`src/rtl/pba_pkg.sv`:
```
package pba_pkg;
    typedef enum logic [2:0] {
        OP_NOP   = 3'd0,
        OP_ALLOC = 3'd1,
        OP_RESET = 3'd2,
        OP_RXREL = 3'd3,
        OP_ENQ   = 3'd4,
        OP_FREE  = 3'd5,
        OP_RSV6  = 3'd6,
        OP_RSV7  = 3'd7
    } op_e;

    localparam int INT_ALLOC = 0;
    localparam int INT_TX    = 1;
    localparam int INT_TXE   = 2;
endpackage

```
`src/rtl/pba_fifo.sv`:
```
module pba_fifo #(
    parameter int DEPTH = 8,
    parameter int DW    = 3,
    localparam int AW   = $clog2(DEPTH)
) (
    input  logic          clk,
    input  logic          rst_n,
    input  logic          clear,
    input  logic          push,
    input  logic [DW-1:0] push_data,
    input  logic          pop,
    output logic          empty,
    output logic [DW-1:0] head,
    output logic          drained
);
    typedef struct packed {
        logic [DEPTH-1:0][DW-1:0] mem;
        logic [AW-1:0]            rd;
        logic [AW-1:0]            wr;
        logic [AW:0]              cnt;
    } fifo_st_t;

    fifo_st_t q, d;
    logic push_ok, pop_ok;

    always_comb begin
        d       = q;
        push_ok = push && (q.cnt != (AW+1)'(DEPTH));
        pop_ok  = pop && (q.cnt != '0);
        if (push_ok) begin
            d.mem[q.wr] = push_data;
            d.wr        = q.wr + 1'b1;
        end
        if (pop_ok) begin
            d.rd = q.rd + 1'b1;
        end
        case ({push_ok, pop_ok})
            2'b10:   d.cnt = q.cnt + 1'b1;
            2'b01:   d.cnt = q.cnt - 1'b1;
            default: d.cnt = q.cnt;
        endcase
        if (clear) begin
            d.rd  = '0;
            d.wr  = '0;
            d.cnt = '0;
        end
        drained = pop_ok && (d.cnt == '0);
    end

    always_ff @(posedge clk) begin
        if (!rst_n) begin
            q <= '0;
        end else begin
            q <= d;
        end
    end

    assign empty = (q.cnt == '0);
    assign head  = q.mem[q.rd];
endmodule

```
`src/rtl/pba_page_pool.sv`:
```
module pba_page_pool #(
    parameter int PAGES = 16,
    parameter int SLOTS = 8,
    localparam int SW   = $clog2(SLOTS),
    localparam int CW   = $clog2(PAGES + 1)
) (
    input  logic          clk,
    input  logic          rst_n,
    input  logic          clear,
    input  logic          alloc_req,
    input  logic [CW-1:0] need,
    input  logic          free_a_vld,
    input  logic [SW-1:0] free_a_pkt,
    input  logic          free_b_vld,
    input  logic [SW-1:0] free_b_pkt,
    output logic          alloc_ok,
    output logic [SW-1:0] alloc_slot,
    output logic [CW-1:0] free_cnt
);
    typedef struct packed {
        logic [SLOTS-1:0]            used;
        logic [SLOTS-1:0][PAGES-1:0] own;
    } pool_st_t;

    pool_st_t         q, d;
    logic [PAGES-1:0] taken;
    logic [PAGES-1:0] free_mask;
    logic [PAGES-1:0] grant;
    logic [CW-1:0]    picked;
    logic             slot_found;

    always_comb begin
        taken = '0;
        for (int s = 0; s < SLOTS; s++) begin
            taken = taken | q.own[s];
        end
        free_mask = ~taken;

        free_cnt = '0;
        for (int i = 0; i < PAGES; i++) begin
            free_cnt = free_cnt + CW'(free_mask[i]);
        end

        slot_found = 1'b0;
        alloc_slot = '0;
        for (int s = 0; s < SLOTS; s++) begin
            if (!slot_found && !q.used[s]) begin
                slot_found = 1'b1;
                alloc_slot = SW'(s);
            end
        end

        grant  = '0;
        picked = '0;
        for (int i = 0; i < PAGES; i++) begin
            if (free_mask[i] && (picked < need)) begin
                grant[i] = 1'b1;
                picked   = picked + 1'b1;
            end
        end

        alloc_ok = slot_found && (free_cnt >= need);
    end

    always_comb begin
        d = q;
        if (free_a_vld) begin
            d.used[free_a_pkt] = 1'b0;
            d.own[free_a_pkt]  = '0;
        end
        if (free_b_vld) begin
            d.used[free_b_pkt] = 1'b0;
            d.own[free_b_pkt]  = '0;
        end
        if (alloc_req && alloc_ok) begin
            d.used[alloc_slot] = 1'b1;
            d.own[alloc_slot]  = grant;
        end
        if (clear) begin
            d = '0;
        end
    end

    always_ff @(posedge clk) begin
        if (!rst_n) begin
            q <= '0;
        end else begin
            q <= d;
        end
    end
endmodule

```
`src/rtl/pkt_buf_alloc.sv`:
```
module pkt_buf_alloc
    import pba_pkg::*;
#(
    parameter int PAGES = 16,
    parameter int SLOTS = 8,
    parameter int ARG_W = 3,
    localparam int SW   = $clog2(SLOTS),
    localparam int CW   = $clog2(PAGES + 1)
) (
    input  logic             clk,
    input  logic             rst_n,
    input  logic             cmd_valid,
    input  logic [2:0]       cmd_op,
    input  logic [ARG_W-1:0] cmd_arg,
    input  logic [SW-1:0]    cmd_pkt,
    output logic             busy,
    output logic [SW-1:0]    alloc_pkt,
    output logic             alloc_failed,
    input  logic [2:0]       int_ack,
    output logic [2:0]       int_status,
    input  logic             auto_release,
    input  logic             rx_in_valid,
    input  logic [SW-1:0]    rx_in_pkt,
    output logic             rx_empty,
    output logic [SW-1:0]    rx_head_pkt,
    input  logic             tx_done,
    input  logic             tx_ok,
    output logic             tx_head_valid,
    output logic [SW-1:0]    tx_head_pkt,
    output logic [CW-1:0]    free_pages
);
    typedef struct packed {
        logic             busy;
        op_e              op;
        logic [ARG_W-1:0] arg;
        logic [SW-1:0]    pkt;
        logic [SW-1:0]    apkt;
        logic             afail;
        logic [2:0]       ints;
    } ctl_st_t;

    ctl_st_t       q, d;

    logic          do_alloc, do_reset, do_rxrel, do_enq, do_free;
    logic [CW-1:0] need;
    logic          alloc_ok;
    logic [SW-1:0] alloc_slot;
    logic          free_a_vld;
    logic [SW-1:0] free_a_pkt;
    logic          free_b_vld;
    logic          tx_empty;
    logic          tx_pop_ok;
    logic          tx_drained;
    logic          rx_drained;

    always_comb begin
        do_alloc   = q.busy && (q.op == OP_ALLOC);
        do_reset   = q.busy && (q.op == OP_RESET);
        do_rxrel   = q.busy && (q.op == OP_RXREL);
        do_enq     = q.busy && (q.op == OP_ENQ);
        do_free    = q.busy && (q.op == OP_FREE);
        need       = CW'(q.arg) + 1'b1;
        free_a_vld = do_free || (do_rxrel && !rx_empty);
        free_a_pkt = do_free ? q.pkt : rx_head_pkt;
        tx_pop_ok  = tx_done && !tx_empty;
        free_b_vld = tx_pop_ok && auto_release && tx_ok;
    end

    always_comb begin
        d      = q;
        d.ints = q.ints & ~int_ack;
        d.busy = 1'b0;
        if (!q.busy && cmd_valid) begin
            d.busy = 1'b1;
            d.op   = op_e'(cmd_op);
            d.arg  = cmd_arg;
            d.pkt  = cmd_pkt;
        end
        if (do_alloc) begin
            d.ints[INT_ALLOC] = 1'b1;
            d.afail           = !alloc_ok;
            if (alloc_ok) begin
                d.apkt = alloc_slot;
            end
        end
        if (tx_pop_ok) begin
            d.ints[INT_TX] = 1'b1;
        end
        if (tx_drained) begin
            d.ints[INT_TXE] = 1'b1;
        end
    end

    always_ff @(posedge clk) begin
        if (!rst_n) begin
            q <= '{busy: 1'b0, op: OP_NOP, default: '0};
        end else begin
            q <= d;
        end
    end

    pba_page_pool #(
        .PAGES (PAGES),
        .SLOTS (SLOTS)
    ) u_pool (
        .clk        (clk),
        .rst_n      (rst_n),
        .clear      (do_reset),
        .alloc_req  (do_alloc),
        .need       (need),
        .free_a_vld (free_a_vld),
        .free_a_pkt (free_a_pkt),
        .free_b_vld (free_b_vld),
        .free_b_pkt (tx_head_pkt),
        .alloc_ok   (alloc_ok),
        .alloc_slot (alloc_slot),
        .free_cnt   (free_pages)
    );

    pba_fifo #(
        .DEPTH (SLOTS),
        .DW    (SW)
    ) u_rxq (
        .clk       (clk),
        .rst_n     (rst_n),
        .clear     (do_reset),
        .push      (rx_in_valid),
        .push_data (rx_in_pkt),
        .pop       (do_rxrel),
        .empty     (rx_empty),
        .head      (rx_head_pkt),
        .drained   (rx_drained)
    );

    pba_fifo #(
        .DEPTH (SLOTS),
        .DW    (SW)
    ) u_txq (
        .clk       (clk),
        .rst_n     (rst_n),
        .clear     (do_reset),
        .push      (do_enq),
        .push_data (q.pkt),
        .pop       (tx_done),
        .empty     (tx_empty),
        .head      (tx_head_pkt),
        .drained   (tx_drained)
    );

    assign busy          = q.busy;
    assign alloc_pkt     = q.apkt;
    assign alloc_failed  = q.afail;
    assign int_status    = q.ints;
    assign tx_head_valid = !tx_empty;
endmodule

```
`config.mk`:
```
export PLATFORM = sky130hd
export DESIGN_NAME = pkt_buf_alloc
export DESIGN_NICKNAME = d
export VERILOG_FILES = /design/src/rtl/pba_pkg.sv /design/src/rtl/pba_fifo.sv /design/src/rtl/pba_page_pool.sv /design/src/rtl/pkt_buf_alloc.sv
export SDC_FILE = /design/constraint.sdc
export NUM_CORES = 1
export LEC_CHECK = 0
export BUFFER_PORTS_ARGS = -buffer_cell sky130_fd_sc_hd__buf_2
export CAP_MARGIN = 25
export CORE_MARGIN = 2
export CORE_UTILIZATION = 55
export CTS_CLUSTER_DIAMETER = 40
export DETAILED_ROUTE_END_ITERATION = 8
export PLACE_DENSITY = 0.71
export SETUP_SLACK_MARGIN = 0.05
export SLEW_MARGIN = 20
export SYNTH_ARGS = -nofsm -noshare
export SYNTH_HDL_FRONTEND = slang
export SYNTH_SLANG_ARGS = --single-unit
```
`constraint.sdc`:
```
create_clock -name clk -period 45.7 [get_ports clk]
set_input_delay 11.425 -clock clk [delete_from_list [all_inputs] [get_ports clk]]
set_output_delay 11.425 -clock clk [all_outputs]
set_load 0.1 [all_outputs]
```
# Word-level counts from Yosys, hierarchy flattened
# Cells that the tools add are included.
# W data, S select, Z words.
# word_totals
register_bits	221
out_inout_bits	21
wordCells	287
# classes
n_lt_le_gt_ge	29
eq_ne	11
muxes	80
n_addsub	38
bitwise	20
reduce_logical	71
# op_table
op	count
$mux W136	3
$and A128 B128 Y128	2
$not A128 Y128	2
$demux W16 S3	3
$bwmux W128	1
$or A16 B16 Y16	7
$add A5 B1 Y5	14
$lt A5 B4 Y1	14
$mux W5	14
$add A5 B1 Y5 const B	13
$bwmux W24	2
$mux W16	3
$logic_and A1 B1 Y1	45
$mux W3	11
$mux W1	32
$lt A3 B4 Y1 const B	7
$bmux W3 S3	2
$demux W3 S3	2
$logic_not A1 Y1	17
$and A8 B8 Y8	2
$not A16 Y16	1
$not A8 Y8	2
$pmux W4 S2	2
$ge A3 B1 Y1 const B	5
28 further kinds	43

# Logic depth before layout (Yosys ltp)
# Gate-level depths: netlist of the first run.
# depth
depth_word	57
ltp_mapped	115
ltp_nobuf	109

# Hierarchy
# Synthesis of the first run repeated with hierarchy kept, for this count alone.
# hier_totals
cells_unflattened	1627
hier_area_um2	13714.4
# by_module_without_submodules
module	instances	area_per_inst_um2	cells_each
pba_page_pool	1	9426.5	1205
pba_fifo	2	1734.2	163
pkt_buf_alloc	1	819.5	96

# Least setup slack after synthesis of the first run
# OpenSTA, ideal clock, no wires.
# synth_path
path_type	register to register
from	register q[10] (netlist name)
to	register u_pool.q[111] (netlist name)
period_less_slack_ns	22.984
path_stages_with_launch	111
arrival_time_ns	22.883
setup_time_ns	0.101
setup_slack_ns	22.716
cell_sequence	dfxtp_1 > buf_1 > buf_1 > o211ai_1 > nand2_1 > inv_1 > ha_1 > ha_1 > o21ai_0 > nand2b_1 > a21o_1 > clkbuf_1 > mux2i_1 > ha_1 > nor3_1 > a21o_4 > nand3_1 > xnor2_1 > [... 75 more ...] > o21ai_0 > a21oi_1 > o311ai_1 > or2_2 > xnor2_1 > ha_1 > a21o_1 > a211o_1 > nor3_1 > o41ai_2 > a41o_1 > buf_2 > mux2_1 > ha_1 > o21a_1 > o21ai_0 > a21oi_1 > o41ai_1
# synth_between
elab_chain_len	51
word_cells_on_any_way	68
classes_between	add/sub: 15; order compare: 17; mux: 18; reduce/logical: 18
# synth_lines
item	line	rtl
start: declaration	pkt_buf_alloc.sv:42	ctl_st_t q, d;
start signal: assignment	pkt_buf_alloc.sv:96	q <= '{busy: 1'b0, op: OP_NOP, default: '0};
start signal: assignment	pkt_buf_alloc.sv:98	q <= d;
$add A3 B1 Y4 (*)	pkt_buf_alloc.sv:62	need = CW'(q.arg) + 1'b1;
$lt A1 B4 Y1	pba_page_pool.sv:56	if (free_mask[i] && (picked < need)) begin
$logic_and A1 B1 Y1	pba_page_pool.sv:56	
$mux W1	pba_page_pool.sv:56	
$lt A1 B4 Y1	pba_page_pool.sv:56	
$logic_and A1 B1 Y1	pba_page_pool.sv:56	
$mux W5	pba_page_pool.sv:56	
$lt A5 B4 Y1	pba_page_pool.sv:56	
[... 35 more ...]	-	
$lt A5 B4 Y1	pba_page_pool.sv:56	
$logic_and A1 B1 Y1	pba_page_pool.sv:56	
$mux W5	pba_page_pool.sv:56	
$lt A5 B4 Y1	pba_page_pool.sv:56	
$logic_and A1 B1 Y1	pba_page_pool.sv:56	
$mux W1	pba_page_pool.sv:56	
$bwmux W128	pba_page_pool.sv:77	d.own[alloc_slot] = grant;
$mux W136 (*)	pba_page_pool.sv:75	if (alloc_req && alloc_ok) begin
end signal: assignment	pba_page_pool.sv:86	q <= '0;
end signal: assignment	pba_page_pool.sv:88	q <= d;
end: declaration	pba_page_pool.sv:25	pool_st_t q, d;
# Every way passes the cells marked *; elsewhere a longest branch is shown, timed or not.
# A chain may end at the register's enable or synchronous reset.

# Worst setup path after layout of the first run
# layout_path
from	register q[10] (netlist name)
to	register u_pool.q[79] (netlist name)
# The elaborated chain is that of the path after synthesis.

==> flow_summary.json, run 1 <==
{
  "clock_latency_ns": 0.54,
  "grt_usage_pct": 29.1,
  "port_buffers": 42,
  "routedLengthMet1_um": 17100,
  "synth_warnings": 0,
  "final-max-slew-violation-count": 0,
  "dieArea_sq_um": 26100,
  "worstSetupEndpointType": "register",
  "yosys-top-cells-area": "dfxtp_1 (32%), nor2_1 (10%), ha_1 (6.7%), a31oi_1 (5.5%), mux2i_1 (4.6%)",
  "clkTransAtPathRegs_ns": 0.06,
  "synth_edf_count": 0,
  "wl_met3_um": 2760,
  "cts_buffers": 31,
  "worstMarginPinSlew_ns": 0.852,
  "clk_path_buf_depth": 3,
  "grt_pass1_wl_um": 61800,
  "worst-path-buf-inv": 9,
  "core_area_sq_um": 24300,
  "tritoncts": "yes",
  "synth_top_area_cell": "dfxtp_1",
  "synthCells": 1675,
  "drc_errors": 0,
  "place.gp.congestion": 0.945,
  "yosysUniqueCellTypes": 107,
  "synth.most_common_cell": "nor2_1",
  "layout-drive-gt1-share_pct": 11.6,
  "core.rowCount": 57,
  "crit_top_cell": "ha_1",
  "cts_resized": 0,
  "timing.final.crit_share_pct": 59.6,
  "cts_setup_buffers": 0,
  "drv_cap": 0,
  "reg2reg_setup_slack_ns": 18.45,
  "worst_ep_arrival_time_ns": 27.69,
  "cp_data_required_time_ns": 46.14,
  "root_buffer": "clkbuf_16",
  "drtIter0Drc": 1333,
  "ctsHtreeMaxLevel": 1,
  "die_height_um": 162,
  "place_hpwl_um": 26500,
  "synth_seq_cells": 221,
  "grt_pass1_vias": 11900,
  "rsz0062_at_grt": "no",
  "slew_headroom_pct": 42.7,
  "critPathTopFamily": "compound AO/OA/AOI/OAI gates",
  "skew_ns": 0.0136,
  "yosys_most_used_dff": "dfxtp_1",
  "grt-ovfl-total": 0,
  "cp_max_fo": 23,
  "cp_slowest_cell": "or3_1",
  "hold_viol_final": 0,
  "viasPerCell": 6.22,
  "hold_buffers": 0,
  "dieWidth_um": 162,
  "dr_wl_met2_um": 17500,
  "io_pins": 43,
  "setup_ws_ns": 18.45,
  "diodes": 0,
  "netlist.area_leader.share_pct": 32.4,
  "area_growth_pct": 10.4,
  "highest_layer": "met4",
  "post-route-min-period_ns": 27.25,
  "drt_wl_total_um": 38400,
  "vias": 12600,
  "finish.instance_area_sq_um": 15100,
  "synthTopCellsByCount": "nor2_1 (364), dfxtp_1 (221), a31oi_1 (121), nand2_1 (114), clkbuf_1 (76)",
  "start_kind": "register",
  "tns_ns": 0,
  "fin_nets": 1787,
  "syn-num-nets": 1782,
  "ant_nets": 0,
  "start_util_pct": 56.2,
  "synth-async-reset-ratio_pct": 0,
  "grt_max_degree": 107,
  "syn_area_per_cell_sq_um": 8.15,
  "clock_sinks": 221,
  "yosysSeqAreaShare_pct": 32.4,
  "crit_type": "register to register",
  "setup-violations-final": 0,
  "dr.pass1.iters": 8,
  "antenna_found_initial": 0,
  "syn_area_sq_um": 13700,
  "status": "complete, no violations",
  "drt-wirelength-per-cell_um": 19.0,
  "place_area_sq_um": 14100,
  "crit_path_max_incr_delay_ns": 0.61,
  "hp-class": "register to register",
  "fmax_ghz": 0.0367,
  "dp_slack_ns": 18.87
}
[worst paths after layout]
kind / startpoint / endpoint / cells past startpoint
max: q[10] / u_pool.q[79] / 107
min reg2reg: q[15] / q[15] / 2
min: q[15] / q[15] / 2
max reg2reg: q[10] / u_pool.q[79] / 107
[layout by cell type, fill, tap and decap left out, types with 11 or more instances in the layout]
| cell | instances |
|---|---|
| nor4_1 | 31 |
| mux2_2 | 15 |
| a31oi_1 | 121 |
| o21ai_0 | 28 |
| buf_4 | 23 |
| buf_2 | 42 |
| xor2_1 | 13 |
| fa_1 | 12 |
| mux2i_1 | 63 |
| and2_1 | 19 |
| nand2_1 | 113 |
| xnor2_1 | 17 |
| a211oi_1 | 18 |
| mux4_2 | 12 |
| nor2_1 | 364 |
| clkbuf_16 | 31 |
| or4_1 | 11 |
| nand3_1 | 39 |
| dfxtp_1 | 221 |
| nand4_1 | 19 |
| nor2b_1 | 11 |
| ha_1 | 73 |
| a21o_1 | 11 |
| a21oi_1 | 54 |
| nor3_1 | 21 |
| inv_1 | 53 |
| and3_1 | 18 |
| o21a_1 | 25 |
[logic make-up after synthesis]
family                     after synthesis  share of synthesized area, %
adders and majority gates               85                          8.45
xor gates and xnor gates                38                          3.10
other                                    1                        0.0275
and+or+nand+nor                        717                          24.6
muxes                                   94                          8.27
DFF                                    221                          32.4
AOI/OAI and AO/OA                      367                          18.7
buffers and inverters                  152                          4.51
[layout make-up]
type / instances / area, sq um
fillers: 2103 / 9230
multi-input cells: 1302 / 8650
flip-flops and latches: 221 / 4420
clock buffers: 39 / 856
well taps: 324 / 405
repair buffers: 66 / 403
inverters: 58 / 218
clock inverters: 16 / 131
[per-stage QoR]
step / util [%] / std cells / hold slack (ns)
floorplan: - / 1675 / 0.450
CTS: 61.9 / 2025 / 0.478
global route: 62.0 / 2026 / 0.507
detailed placement: 57.9 / 1970 / 0.471
global placement: 57.8 / 1970 / 0.460
finish: 62.0 / 2026 / 0.477
[worst min-delay path: stages (launching register included)]
cell	delay [ns]
dfxtp_1	0.32
nand2_1	0.06
a21oi_1	0.05
[layer usage]
metal  GRT usage (%)  up-vias
li1                -     6075
met1            39.7     5929
met2            47.6      494
met3            4.60       98
met4            8.97        0
met5               0        -
[sequential cells by signal, summed over array words and instances, names as in the netlist]
register,count
alloc_failed,1
alloc_pkt,3
busy,1
int_status,3
q,9
u_pool.q,136
u_rxq.q,34
u_txq.q,34
Power of run 1 is left out: the tool's default activity adds up to more than one toggle a clock period on the data nets, which glitch-free logic cannot reach.
==> inputs of run 2 (changes only) <==
==> constraint.sdc (replaced) <==
create_clock -name clk -period 26 [get_ports clk]
set_input_delay 6.5 -clock clk [delete_from_list [all_inputs] [get_ports clk]]
set_output_delay 6.5 -clock clk [all_outputs]
set_load 0.1 [all_outputs]
==> run 2 against run 1 <==
- critical path type unchanged
- utilization increased by 1.4 points
- hold slack better by 0.0022 ns
- critical endpoint is now u_pool.q[95]
- count of clock-buffer cells in the layout unchanged
==> flow_summary.json, run 2 (synthesized netlist as in run 1, its figures left out) <==
{
  "cp_slowest_cell": "or3_4",
  "worstMarginPinSlew_ns": 1.01,
  "drv_cap": 0,
  "hold_buffers": 0,
  "top_register": "u_pool.q",
  "place_area_sq_um": 14100,
  "grt_pass1_vias": 11900,
  "crit_path_max_incr_delay_ns": 0.52,
  "reg2reg_setup_slack_ns": 1.68,
  "crit_type": "register to register",
  "root_buffer": "clkbuf_16",
  "die_height_um": 162,
  "slew_headroom_pct": 32.6,
  "io_pins": 43,
  "drt_wl_total_um": 38900,
  "area_growth_pct": 12.9,
  "dieWidth_um": 162,
  "hp-class": "register to register",
  "setup-violations-final": 0,
  "viasPerCell": 6.26,
  "drt-wirelength-per-cell_um": 19.1,
  "clkTransAtPathRegs_ns": 0.06,
  "worst-path-buf-inv": 9,
  "start_kind": "register",
  "final_common_cell": "nor2_1",
  "layout-drive-gt1-share_pct": 13.7,
  "hp-start": "q[15]",
  "finish.instance_area_sq_um": 15400,
  "ant_nets": 0,
  "place.gp.congestion": 0.922,
  "antenna_found_initial": 0,
  "fin_nets": 1795,
  "port_buffers": 42,
  "core_area_sq_um": 24300,
  "timing.final.crit_share_pct": 93.6,
  "diodes": 0,
  "cp_data_required_time_ns": 26.45,
  "r2r_cells": 107,
  "place_hpwl_um": 26100,
  "drc_errors": 0,
  "r2r_start": "q[11]",
  "largest_reg_flops": 136,
  "clk_path_buf_depth": 3,
  "grt_usage_pct": 29.2,
  "clock_latency_ns": 0.55,
  "tritoncts": "yes",
  "worstSetupEndpointType": "register",
  "drtIter0Drc": 1302,
  "fmax_ghz": 0.0411,
  "vias": 12700,
  "skew_ns": 0.0210,
  "start_util_pct": 56.2,
  "critPathTopFamily": "compound AO/OA/AOI/OAI gates",
  "cp_max_fo": 17,
  "grt_pass1_wl_um": 62100,
  "whs_path_depth": 2,
  "grt_max_degree": 84,
  "crit_top_cell": "ha_1",
  "hold_viol_final": 0,
  "worst_ep_arrival_time_ns": 24.77,
  "ctsHtreeMaxLevel": 1,
  "clock_sinks": 221,
  "final-max-slew-violation-count": 0,
  "core.rowCount": 57,
  "r2r_end": "u_pool.q[95]",
  "hold_end": "q[15]",
  "cts_buffers": 30,
  "layout_common_cells": "nor2_1 (362), dfxtp_1 (221), a31oi_1 (121)",
  "status": "complete, no violations",
  "fill_cells": 2076,
  "dr.pass1.iters": 6,
  "largest_registers": "u_pool.q x136, u_rxq.q x34, u_txq.q x34",
  "post-route-min-period_ns": 24.32,
  "dieArea_sq_um": 26100,
  "grt-ovfl-total": 0
}
## run 2: cell types whose count changed in the layout (fill, tap and decap cells not counted), moves of 5 or more
cell / previous run / this run
a211oi_2: 0 / 5
bufinv_16: 0 / 5
buf_4: 23 / 32
a211oi_1: 18 / 12
inv_6: 5 / 0
xnor2_1: 17 / 12
xnor2_2: 2 / 7
## run 2: metal layers
layer  wire length, um  part of all wire [%]  up-vias  GRT usage, %
li1                  -                     -     6094             -
met1             17500                    45     6001          40.5
met2             17300                    45      527          46.6
met3              3030                   7.8      107          5.37
met4              1070                   2.7        0          8.52
met5                 0                     0        -             0
## run 2: area by class of cell
type | count | area, sq um | share of cell area (%)
inverters | 58 | 218 | 1.41
well taps | 324 | 405 | 2.63
clock buffers | 39 | 826 | 5.36
repair buffers | 75 | 470 | 3.05
multi-input cells | 1302 | 8840 | 57.3
clock inverters | 16 | 234 | 1.52
flip-flops and latches | 221 | 4420 | 28.7
## run 2: how the worst max path moves through the flow
stage	from	to	slack, ns	depth (start not counted)
finish	q[11]	u_pool.q[95]	1.68	107
CTS	q[11]	u_pool.q[95]	0.08	106
global placement	u_pool.q[16]	u_pool.q[79]	0.90	105
global route	q[11]	u_pool.q[127]	-0.09	109
floorplan	q[10]	u_pool.q[111]	3.02	110
detailed placement	q[11]	u_pool.q[95]	-0.11	106
## run 2: metrics by stage
stage               hold slack (ns)  instances  setup slack, ns  utilization, %  TNS (ns)
finish                        0.479       2035             1.68            63.4         0
global route                  0.504       2035          -0.0862            63.4    -0.460
CTS                           0.476       2028           0.0788            62.4         0
detailed placement            0.469       1973           -0.106            58.0    -0.765
global placement              0.462       1972            0.896            57.9         0
floorplan                     0.450       1675             3.02               -         0
## run 2: worst min-delay path, delay by kind of cell (launching register included)
family | cells | cell delay [ns]
AND/OR/NAND/NOR | 1 | 0.06
flip-flops | 1 | 0.32
AO/OA/AOI/OAI | 1 | 0.05
## run 2: what timing repair did
item / in CTS / in global routing
setup endpoints to repair: 8 / 16
gates resized for setup: 2 / 41
pin swaps: 0 / 2
setup buffers: 0 / 7
Power of run 2 is left out for the same reason.
